File: src/rtl/sb_pkg.sv
package sb_pkg;

  typedef enum logic [1:0] {
    ST_IDLE = 2'd0,
    ST_WAIT = 2'd1,
    ST_EXEC = 2'd2,
    ST_DONE = 2'd3
  } stage_e;

  localparam logic [1:0] KIND_MEM = 2'd0;
  localparam logic [1:0] KIND_ADD = 2'd1;
  localparam logic [1:0] KIND_MUL = 2'd2;
  localparam logic [1:0] KIND_DIV = 2'd3;

  // Unit numbering: memory units first, then add, multiply, divide.
  function automatic logic [1:0] unit_kind(input int idx, input int n_mem,
                                           input int n_add, input int n_mul);
    if (idx < n_mem) return KIND_MEM;
    if (idx < n_mem + n_add) return KIND_ADD;
    if (idx < n_mem + n_add + n_mul) return KIND_MUL;
    return KIND_DIV;
  endfunction

endpackage

File: src/rtl/sb_lowest.sv
module sb_lowest #(
  parameter int N  = 5,
  parameter int IW = 3
) (
  input  logic [N-1:0]  req,
  output logic [N-1:0]  gnt,
  output logic          any,
  output logic [IW-1:0] idx
);

  assign gnt = req & (~req + 1'b1);

  always_comb begin
    idx = '0;
    any = 1'b0;
    for (int i = N - 1; i >= 0; i--) begin
      if (req[i]) begin
        idx = i[IW-1:0];
        any = 1'b1;
      end
    end
  end

endmodule

File: src/rtl/sb_regstat.sv
module sb_regstat #(
  parameter int NREG = 8,
  parameter int RW   = 3,
  parameter int UIW  = 3
) (
  input  logic            clk,
  input  logic            rst_n,
  input  logic            set_go,
  input  logic [RW-1:0]   set_reg,
  input  logic [UIW-1:0]  set_unit,
  input  logic            clr_go,
  input  logic [RW-1:0]   clr_reg,
  output logic [NREG-1:0] valid_o,
  output logic [UIW-1:0]  owner_o [NREG]
);

  logic [NREG-1:0] valid_q, valid_d;
  logic [UIW-1:0]  owner_q [NREG];

  always_comb begin
    valid_d = valid_q;
    if (clr_go) valid_d[clr_reg] = 1'b0;
    if (set_go) valid_d[set_reg] = 1'b1;
  end

  always_ff @(posedge clk or negedge rst_n) begin
    if (!rst_n) valid_q <= '0;
    else        valid_q <= valid_d;
  end

  always_ff @(posedge clk) begin
    if (set_go) owner_q[set_reg] <= set_unit;
  end

  assign valid_o = valid_q;
  assign owner_o = owner_q;

endmodule

File: src/rtl/sb_unit_rec.sv
module sb_unit_rec
  import sb_pkg::*;
#(
  parameter int RW  = 3,
  parameter int FW  = 4,
  parameter int UIW = 3
) (
  input  logic           clk,
  input  logic           rst_n,
  input  logic           issue_go,
  input  logic [FW-1:0]  iss_func,
  input  logic [RW-1:0]  iss_dst,
  input  logic [RW-1:0]  iss_src1,
  input  logic [RW-1:0]  iss_src2,
  input  logic           iss_q1v,
  input  logic [UIW-1:0] iss_q1,
  input  logic           iss_q2v,
  input  logic [UIW-1:0] iss_q2,
  input  logic           bc_valid,
  input  logic [UIW-1:0] bc_unit,
  input  logic           done_in,
  input  logic           wb_go,
  output stage_e         stage_o,
  output logic [RW-1:0]  fi_o,
  output logic [RW-1:0]  fj_o,
  output logic [RW-1:0]  fk_o,
  output logic           rj_o,
  output logic           rk_o,
  output logic [FW-1:0]  func_o,
  output logic           rd_req_o
);

  stage_e         stage_q, stage_d;
  logic           rj_q, rj_d, rk_q, rk_d;
  logic           qjv_q, qjv_d, qkv_q, qkv_d;
  logic [UIW-1:0] qj_q, qk_q;
  logic [RW-1:0]  fi_q, fj_q, fk_q;
  logic [FW-1:0]  func_q;
  logic           load_en;
  logic           rd_req;

  assign load_en = (stage_q == ST_IDLE) && issue_go;
  assign rd_req  = (stage_q == ST_WAIT) && rj_q && rk_q;

  always_comb begin
    stage_d = stage_q;
    rj_d    = rj_q;
    rk_d    = rk_q;
    qjv_d   = qjv_q;
    qkv_d   = qkv_q;
    case (stage_q)
      ST_IDLE: begin
        if (issue_go) begin
          stage_d = ST_WAIT;
          rj_d    = !iss_q1v;
          qjv_d   = iss_q1v;
          rk_d    = !iss_q2v;
          qkv_d   = iss_q2v;
        end
      end
      ST_WAIT: begin
        if (rd_req) begin
          stage_d = ST_EXEC;
          rj_d    = 1'b0;
          rk_d    = 1'b0;
        end else begin
          if (bc_valid && qjv_q && (qj_q == bc_unit)) begin
            rj_d  = 1'b1;
            qjv_d = 1'b0;
          end
          if (bc_valid && qkv_q && (qk_q == bc_unit)) begin
            rk_d  = 1'b1;
            qkv_d = 1'b0;
          end
        end
      end
      ST_EXEC: begin
        if (done_in) stage_d = ST_DONE;
      end
      ST_DONE: begin
        if (wb_go) stage_d = ST_IDLE;
      end
      default: stage_d = ST_IDLE;
    endcase
  end

  always_ff @(posedge clk or negedge rst_n) begin
    if (!rst_n) begin
      stage_q <= ST_IDLE;
      rj_q    <= 1'b0;
      rk_q    <= 1'b0;
      qjv_q   <= 1'b0;
      qkv_q   <= 1'b0;
    end else begin
      stage_q <= stage_d;
      rj_q    <= rj_d;
      rk_q    <= rk_d;
      qjv_q   <= qjv_d;
      qkv_q   <= qkv_d;
    end
  end

  always_ff @(posedge clk) begin
    if (load_en) begin
      fi_q   <= iss_dst;
      fj_q   <= iss_src1;
      fk_q   <= iss_src2;
      func_q <= iss_func;
      qj_q   <= iss_q1;
      qk_q   <= iss_q2;
    end
  end

  assign stage_o  = stage_q;
  assign fi_o     = fi_q;
  assign fj_o     = fj_q;
  assign fk_o     = fk_q;
  assign rj_o     = rj_q;
  assign rk_o     = rk_q;
  assign func_o   = func_q;
  assign rd_req_o = rd_req;

endmodule

File: src/rtl/scoreboard_ctl.sv
module scoreboard_ctl
  import sb_pkg::*;
#(
  parameter int N_MEM = 1,
  parameter int N_ADD = 1,
  parameter int N_MUL = 2,
  parameter int N_DIV = 1,
  parameter int NREG  = 8,
  parameter int FW    = 4,
  localparam int NU   = N_MEM + N_ADD + N_MUL + N_DIV,
  localparam int RW   = (NREG > 1) ? $clog2(NREG) : 1,
  localparam int UIW  = (NU > 1) ? $clog2(NU) : 1
) (
  input  logic             clk,
  input  logic             rst_n,
  input  logic             in_valid,
  input  logic [1:0]       in_kind,
  input  logic [FW-1:0]    in_func,
  input  logic [RW-1:0]    in_dst,
  input  logic [RW-1:0]    in_src1,
  input  logic [RW-1:0]    in_src2,
  input  logic [NU-1:0]    unit_done,
  output logic             issue_stall,
  output logic [NU-1:0]    exec_start,
  output logic [NU*FW-1:0] exec_func,
  output logic [NU-1:0]    wb_grant,
  output logic [RW-1:0]    wb_dst
);

  // reset: asserted asynchronously, released on the clock
  logic rst_s1, srst_n;
  always_ff @(posedge clk or negedge rst_n) begin
    if (!rst_n) begin
      rst_s1 <= 1'b0;
      srst_n <= 1'b0;
    end else begin
      rst_s1 <= 1'b1;
      srst_n <= rst_s1;
    end
  end

  stage_e         st     [NU];
  logic [RW-1:0]  fi     [NU];
  logic [RW-1:0]  fj     [NU];
  logic [RW-1:0]  fk     [NU];
  logic [FW-1:0]  func_a [NU];
  logic [NU-1:0]  rj_v, rk_v, rd_req, busy, fin, kmask, war, elig;
  logic [NU-1:0]  iss_cand, iss_gnt;
  logic           free_any;
  logic [UIW-1:0] iss_idx;
  logic           wb_any;
  logic [UIW-1:0] wb_idx;
  logic [NREG-1:0] rs_valid;
  logic [UIW-1:0]  rs_owner [NREG];
  logic           dst_pending, hazard, issue_go;
  logic           q1v, q2v;

  // issue: structural and WAW checks
  assign iss_cand    = kmask & ~busy;
  assign dst_pending = rs_valid[in_dst];
  assign hazard      = !free_any || dst_pending;
  assign issue_stall = in_valid && hazard;
  assign issue_go    = in_valid && !hazard;

  sb_lowest #(.N(NU), .IW(UIW)) u_iss_pick (
    .req (iss_cand),
    .gnt (iss_gnt),
    .any (free_any),
    .idx (iss_idx)
  );

  // a producer writing back this cycle no longer counts as pending
  assign q1v = rs_valid[in_src1] && !(wb_any && (rs_owner[in_src1] == wb_idx));
  assign q2v = rs_valid[in_src2] && !(wb_any && (rs_owner[in_src2] == wb_idx));

  for (genvar u = 0; u < NU; u++) begin : g_unit
    assign kmask[u] = (unit_kind(u, N_MEM, N_ADD, N_MUL) == in_kind);
    assign busy[u]  = (st[u] != ST_IDLE);
    assign fin[u]   = (st[u] == ST_DONE);
    assign exec_func[u*FW +: FW] = func_a[u];

    sb_unit_rec #(.RW(RW), .FW(FW), .UIW(UIW)) u_rec (
      .clk      (clk),
      .rst_n    (srst_n),
      .issue_go (issue_go && iss_gnt[u]),
      .iss_func (in_func),
      .iss_dst  (in_dst),
      .iss_src1 (in_src1),
      .iss_src2 (in_src2),
      .iss_q1v  (q1v),
      .iss_q1   (rs_owner[in_src1]),
      .iss_q2v  (q2v),
      .iss_q2   (rs_owner[in_src2]),
      .bc_valid (wb_any),
      .bc_unit  (wb_idx),
      .done_in  (unit_done[u]),
      .wb_go    (wb_grant[u]),
      .stage_o  (st[u]),
      .fi_o     (fi[u]),
      .fj_o     (fj[u]),
      .fk_o     (fk[u]),
      .rj_o     (rj_v[u]),
      .rk_o     (rk_v[u]),
      .func_o   (func_a[u]),
      .rd_req_o (rd_req[u])
    );
  end

  assign exec_start = rd_req;

  // WAR hold: an unstarted reader still needs the old register value
  always_comb begin
    war = '0;
    for (int u = 0; u < NU; u++) begin
      for (int v = 0; v < NU; v++) begin
        if ((v != u) && (st[v] == ST_WAIT) &&
            ((rj_v[v] && (fj[v] == fi[u])) || (rk_v[v] && (fk[v] == fi[u]))))
          war[u] = 1'b1;
      end
    end
  end

  assign elig = fin & ~war;

  sb_lowest #(.N(NU), .IW(UIW)) u_wb_pick (
    .req (elig),
    .gnt (wb_grant),
    .any (wb_any),
    .idx (wb_idx)
  );

  always_comb begin
    wb_dst = '0;
    for (int u = 0; u < NU; u++) begin
      if (wb_grant[u]) wb_dst = fi[u];
    end
  end

  sb_regstat #(.NREG(NREG), .RW(RW), .UIW(UIW)) u_regstat (
    .clk      (clk),
    .rst_n    (srst_n),
    .set_go   (issue_go),
    .set_reg  (in_dst),
    .set_unit (iss_idx),
    .clr_go   (wb_any),
    .clr_reg  (wb_dst),
    .valid_o  (rs_valid),
    .owner_o  (rs_owner)
  );

endmodule

File: config.mk
export PLATFORM = sky130hd
export DESIGN_NAME = scoreboard_ctl
export DESIGN_NICKNAME = d
export VERILOG_FILES = /design/src/rtl/sb_pkg.sv /design/src/rtl/sb_lowest.sv /design/src/rtl/sb_regstat.sv /design/src/rtl/sb_unit_rec.sv /design/src/rtl/scoreboard_ctl.sv
export SDC_FILE = /design/constraint.sdc
export NUM_CORES = 1
export LEC_CHECK = 0
export CELL_PAD_IN_SITES_DETAIL_PLACEMENT = 0
export CELL_PAD_IN_SITES_GLOBAL_PLACEMENT = 1
export CORE_MARGIN = 2
export CORE_UTILIZATION = 40
export CTS_CLUSTER_DIAMETER = 30
export DETAILED_ROUTE_END_ITERATION = 7
export GPL_TIMING_DRIVEN = 0
export PLACE_DENSITY = 0.76
export SETUP_SLACK_MARGIN = 0.5
export SLEW_MARGIN = 20
export SYNTH_ARGS = -nofsm -noshare
export SYNTH_HDL_FRONTEND = slang
export SYNTH_SLANG_ARGS = --single-unit
File: constraint.sdc
create_clock -name clk -period 3.93 [get_ports clk]
set_clock_uncertainty 0.05 [all_clocks]
set_input_delay 0.786 -clock clk [delete_from_list [all_inputs] [get_ports clk]]
set_output_delay 0.786 -clock clk [all_outputs]
set_load 0.02 [all_outputs]
Yosys cells after proc, flatten, opt, wreduce, memory -nomap -nowiden
Cells that the tools add are included.
Word-level totals
  bits in read-only memories: 0
  memories kept: 0
  input bits: 23
  latch bits: 0
  logic and storage cells: 555
  RAM bits: 0
  output and inout bits: 34
  flip-flop bits (word level): 159
Operators by class
  reduce and logical (&&, ||, !) cells: 177
  div/mod/pow operators: 0
  mux-type cells: 171
  shifts and indexed selects: 0
  $lt $le $gt $ge: 10
  eq/ne operators: 115
  $add $sub $neg: 2
  bitwise gates (word level): 14
  multipliers: 0
Operators with widths (count)
  $eq 3x3->1: 52
  $logic_and 1x1->1: 109
  $mux 1: 95
  $mux 3: 20
  $reduce_and 4->1: 15
  $mux 2: 20
  $ne 2x1->1 const B: 20
  $pmux 1 s2: 20
  $pmux 2 s4: 5
  $ne 2x2->1 const B: 15
  $ne 3x1->1 const B: 10
  $reduce_and 3->1: 10
  $bwmux 24: 1
  $logic_or 1x1->1: 21
  $and 5x5->5: 4
  $eq 2x2->1 const B: 10
  $not 5->5: 4
  $reduce_bool 2->1: 10
  $bmux 3 s3: 2
  $lt 3x4->1 const B: 4
  $mux 8: 2
  $ge 4x4->1 const B: 3
  $logic_not 2->1: 6
  $not 3->4: 3
  other kinds (13): 28

Depth between registers and ports, before layout
  depth in word-level cells: 27
  depth in mapped cells: 14
  mapped depth without buffers: 13

Cells and area by module
A second synthesis with hierarchy kept.
Unflattened totals
  cells, all modules: 796
  area total of the unflattened synthesis: 9600.5 µm²
By module, submodules not included
  sb_unit_rec: sequential area each 720.7 µm², times used 5, area an instance 1129.8 µm², cells an instance 76
  scoreboard_ctl: sequential area each 50.0 µm², times used 1, area an instance 2657.5 µm², cells an instance 328
  sb_regstat: sequential area each 920.9 µm², times used 1, area an instance 1148.6 µm², cells an instance 62
  sb_lowest: sequential area each 0.0 µm², times used 2, area an instance 72.6 µm², cells an instance 13

Least setup slack after synthesis
Ideal clock, no wire load.
  path kind: input -> register
  start point: input in_dst[1]
  end point: register g_unit[1].u_rec.stage_q[1]
  library setup time: 0.128 ns
  buffers on the path: 2
  stages: 11
  required time: 3.752 ns
  arrival: 3.671 ns
  setup slack: 0.082 ns
  cell sequence: buf_6 mux4_2 mux2i_1 o211ai_1 or2_1 buf_6 nor3_2 inv_1 a222oi_1 o21ai_1 mux2_1
On the way
  word-level cells in the longest chain between the ends: 8
Ends and longest elaborated chain
  start, declared: RTL line scoreboard_ctl.sv:19  | input logic [RW-1:0] in_dst,
  $bmux 1 s3: RTL line scoreboard_ctl.sv:60  | assign dst_pending = rs_valid[in_dst];
  $mux 1 (implied by the code): RTL line scoreboard_ctl.sv:60
  $logic_or 1x1->1: RTL line scoreboard_ctl.sv:61  | assign hazard = !free_any || dst_pending;
  $logic_not 1->1: RTL line scoreboard_ctl.sv:63  | assign issue_go = in_valid && !hazard;
  $logic_and 1x1->1: RTL line scoreboard_ctl.sv:63
  $logic_and 1x1->1: RTL line scoreboard_ctl.sv:85  | .issue_go (issue_go && iss_gnt[u]),
  $ne 2x1->1 (no line)
  $reduce_and 4->1 (no line)
  end signal, assigned: RTL line sb_unit_rec.sv:95  | stage_q <= stage_d;
  end, declared: RTL line sb_unit_rec.sv:33  | stage_e stage_q, stage_d;
No other way between the ends. The select of a mux whose other input is x is not followed.
A chain may end at the register's enable or synchronous reset.

Worst setup path in the final report
  start point: register g_unit[4].u_rec.fi_q[0]
  end point: output wb_dst[2]
On the way
  word-level cells in the longest chain between the ends: 14
  elaborated cells on any way between the ends: 34
  classes of those cells: add/sub (1); eq/ne (8); mux (5); bitwise (4); reduce/logical (16)
Ends and longest elaborated chain
  start, declared: RTL line sb_unit_rec.sv:37  | logic [RW-1:0] fi_q, fj_q, fk_q;
  start signal, assigned: RTL line sb_unit_rec.sv:105  | fi_q <= iss_dst;
  $eq 3x3->1: RTL line scoreboard_ctl.sv:117  | ((rj_v[v] && (fj[v] == fi[u])) || (rk_v[v] && (fk[v] == fi[u]))))
  $logic_and 1x1->1: RTL line scoreboard_ctl.sv:117
  $logic_or 1x1->1: RTL line scoreboard_ctl.sv:117
  $logic_and 1x1->1: RTL line scoreboard_ctl.sv:116  | if ((v != u) && (st[v] == ST_WAIT) &&
  $mux 1 (3 in series): RTL line scoreboard_ctl.sv:116
  $mux 1 (*): RTL line scoreboard_ctl.sv:116
  $not 5->5 (*): RTL line scoreboard_ctl.sv:123  | assign elig = fin & ~war;
  $and 5x5->5 (*): RTL line scoreboard_ctl.sv:123
  $not 5->5: RTL line sb_lowest.sv:11  | assign gnt = req & (~req + 1'b1);
  $add 5x1->5: RTL line sb_lowest.sv:11
  $and 5x5->5 (*): RTL line sb_lowest.sv:11
  $mux 3 (*): RTL line scoreboard_ctl.sv:135  | if (wb_grant[u]) wb_dst = fi[u];
  end, declared: RTL line scoreboard_ctl.sv:27  | output logic [RW-1:0] wb_dst
Every way passes the cells marked *; elsewhere a longest branch is shown, timed or not.

==> key figures <==
Worst setup path
  – Worst Setup Path Type: reg2out
  – Critical Path RT: 3.09 ns
  – Worst Reg-to-Reg Cells: 15
  – Crit Path Max Fanout: 6
  – CP Capture Type: primary output
  – Reg2Reg Capture Point: g_unit[3].u_rec.qjv_q
  – Startpoint types: flip-flop
  – Crit path DAT: 2.92 ns
  – Reg2Reg Setup Slack: 0.67 ns
  – Worst Setup SP: g_unit[4].u_rec.fi_o[0]
  – FF-to-FF Start: g_unit[2].u_rec.fi_o[0]

Timing
  – Least-Margin Pin Slew: just under 1 ns
  – Final setup viols: 0
  – Unrepaired setup endpoints after global routing: yes
  – Fin. Hold Viols: 0
  – Post-route setup slack: about 0.17 ns
  – Period utilization: 0.956
  – Minimum clock period: 3.76 ns
  – Slew Limit Fails: 0
  – Slew margin rel.: 0.345
  – Hold slack: 0.103 ns
  – Max Clk Rate: around 0.27 GHz

Place
  – RePlAce Congestion: approximately 0.9
  – Port Buffers: 56
  – Hpwl dp: about 18000 microns
  – Placed instance area: between 10000 and 15000 sq um
  – Cell count after placement: around 1.2k
  – Setup WS pre-CTS: -0.800 ns

Route
  – DRT antenna net count: 0
  – DRT iter0 DRCs: 470
  – Via count: between 6k and 7k
  – DRC Markers: 0
  – Routed len/inst: 21.0 microns
  – Vias/cell: between 5 and 6
  – Routed wire length: 26600 microns
  – Drt first pass iters: 7

Die
  – Core Region: about 23000 sq um
  – Starting Density: 0.410
  – Overall die area: 24600 sq um
  – IO Pins: between 50 and 60
  – Floorplan die width: approximately 160 microns
  – Die height: about 160 microns
  – Core Rows: 55

Cells and area
  – Layout area overhead: 27.8%
  – Most frequent cells in the layout: edfxtp_1 (119), xnor2_1 (103), buf_4 (66)
  – Design area: 11900 sq um
  – Commonest non-fill, non-tap cell in the layout: edfxtp_1
  – N_diodes: 0
  – Layout net count: approximately 990
  – Final cell count without fillers: 1267
  – Layout cell share with drive strength beyond 1: 0.269

GRT
  – M1 GR Usage: 0.291
  – First-pass GRT wire length: 40600 microns
  – Gr busiest metal: met2
  – Number of global-route vias before repair: ~6.9k
  – Met2 Use GR: 0.372
  – Gr ovfl total: 0
  – Initial antenna violation count: 0
  – Pin count of the biggest net entering global routing: 30
  – M3 GR Usage: 0.0507
  – Gr usage total: 0.226

Logic synthesis
  – Ys Warns: 0
  – Post-Synthesis Cell Area: 9350 sq um
  – Number of synthesized flops with an enable pin: 119
  – Synth top area share: 0.382
  – Share of flip-flops with an asynchronous set or reset: 0.252
  – Yosys reg bits: 159
  – Post-Syn Nets: ~850
  – Synth cell types: 80
  – Synthesized instance count: 803
  – Leading post-synthesis cells by cell area: edfxtp_1 (38%), dfrtp_1 (11%), xnor2_1 (9.8%)
  – Largest area contributor in the netlist: edfxtp_1
  – Dominant register cell in the synthesized netlist: edfxtp_1
  – Sequential-to-total area share from yosys stat: 0.489
  – Post-Syn Area per Cell: around 12 sq um

Pwr
  – Pwr per Cell Area: 382 nW/um^2
  – Pleak: approximately 4.4 nW
  – P_int: roughly 3.2 mW
  – Sw Share: 0.305
  – Worst VDD drop: approximately 290 uV
  – Sequential share of power: 0.439
  – Clock power frac: 0.356
  – Sw Pwr: around 1.4 mW
  – Comb power frac: 0.205

Clock tree
  – H-tree levels: 4
  – Clock latency on the worst-skew pair: about 0.44 ns
  – Clock root buffer: clkbuf_16
  – # hold bufs at CTS: 0
  – CTS tree: done
  – Clk pin slew, worst setup/hold paths: about 0.070 ns
  – Max clock buf depth: 2
  – CTS Buf Count: 17
  – CTS sink cnt: roughly 160

Worst hold path
  – Hold Path Class: reg2async

Run status
  – Status: finished, final reports clean

Run
  – MaxCap Viol Count: 0
worst max-delay path by stage:
| stage | to | slack, ns |
|---|---|---|
| 6_report | wb_dst[2] | 0.17 |
| 5_1_grt | wb_dst[2] | 0.06 |
| 2_1_floorplan | g_unit[1].u_rec.stage_o[1] | 0.41 |
| 3_3_place_gp | g_unit[1].u_rec.stage_o[1] | -1.06 |
| 3_5_place_dp | g_unit[3].u_rec.fi_o[0] | -0.80 |
| 4_1_cts | wb_dst[2] | 0.20 |
synthesized netlist by cell type (7+ instances only):
master / instances
dfrtp_1: 40
o21ai_0: 19
xnor2_1: 105
a31oi_1: 12
or3_1: 12
ha_1: 25
a21oi_1: 25
mux2i_1: 8
clkbuf_1: 17
nor3_1: 11
buf_4: 19
clkbuf_2: 7
nand2b_1: 13
nand4_1: 34
nor2_1: 38
nand4b_1: 8
mux4_2: 17
edfxtp_1: 119
xor2_1: 28
buf_2: 12
nand3b_1: 8
nand2_1: 44
nand3_1: 14
inv_1: 47
per-layer routing:
layer / vias up / wire [microns]
li1: 3214 / -
met1: 3451 / 11400
met2: 223 / 12900
met3: 43 / 1490
met4: 0 / 791
met5: - / 0
flip-flops by register name, indices dropped and copies added, names as in the netlist, 8 cells and up:
name	flops
g_unit.u_rec.fj_o	15
u_regstat.owner_o	24
g_unit.u_rec.stage_o	10
u_regstat.valid_o	8
g_unit.u_rec.fi_o	15
g_unit.u_rec.func_o	20
g_unit.u_rec.fk_o	15
g_unit.u_rec.qk_q	15
g_unit.u_rec.qj_q	15
logic make-up (layout without fill, tap and decap cells):
logic type               after synthesis  in the layout  synth area share
flip-flops                           159            159             0.489
adder cells (fa/ha/maj)               25             25            0.0335
other                                  1              1          0.000401
AO/OA/AOI/OAI                        130            130             0.105
XOR/XNOR                             133            133             0.125
multiplexers                          35             35            0.0636
AND/OR/NAND/NOR                      212            212             0.127
buffers and inverters                108            259            0.0560
power groups by stage:
stage               logic, mW  registers (mW)  clock network, mW
floorplan               0.538            2.00                  0
global placement        0.764            2.04                  0
detailed placement      0.783            2.04                  0
CTS                     0.877            2.00               1.64
global route             1.02            2.01               1.71
finish                  0.938            2.00               1.63
final cells by class:
cell class	count	area, sq um
sequential	159	4580
buffer	59	475
fill	1973	10800
clock inverter	15	144
inverter	49	210
timing repair inverter	2	12.5
clock buffer	17	425
multi-input combinational	536	4600
tap	313	392
timing repair buffer	117	1110
critical path, cell delays in order, from the launching register on:
cell	delay [ns]
edfxtp_1	0.39
buf_8	0.15
buf_12	0.14
xnor2_1	0.11
nand4_1	0.09
o41ai_1	0.08
a2111o_1	0.53
nor3_4	0.25
nand2_2	0.13
buf_8	0.16
o22ai_4	0.22
inv_2	0.07
buf_6	0.13
what timing repair did:
item / in CTS / in global routing
gates resized for setup: 151 / 42
gates cloned: 3 / 0
pin swaps: 33 / 19
setup endpoints to repair: 137 / 60
setup buffers: 47 / 11
through the flow:
stage	power [mW]	setup TNS (ns)	util
2_1_floorplan	2.54	0	-
6_report	4.57	0	0.524
5_1_grt	4.75	0	0.524
3_3_place_gp	2.80	-60.35	0.453
4_1_cts	4.52	0	0.514
3_5_place_dp	2.82	-53.40	0.455
No activity file was read; power rests on OpenSTA's default activity.
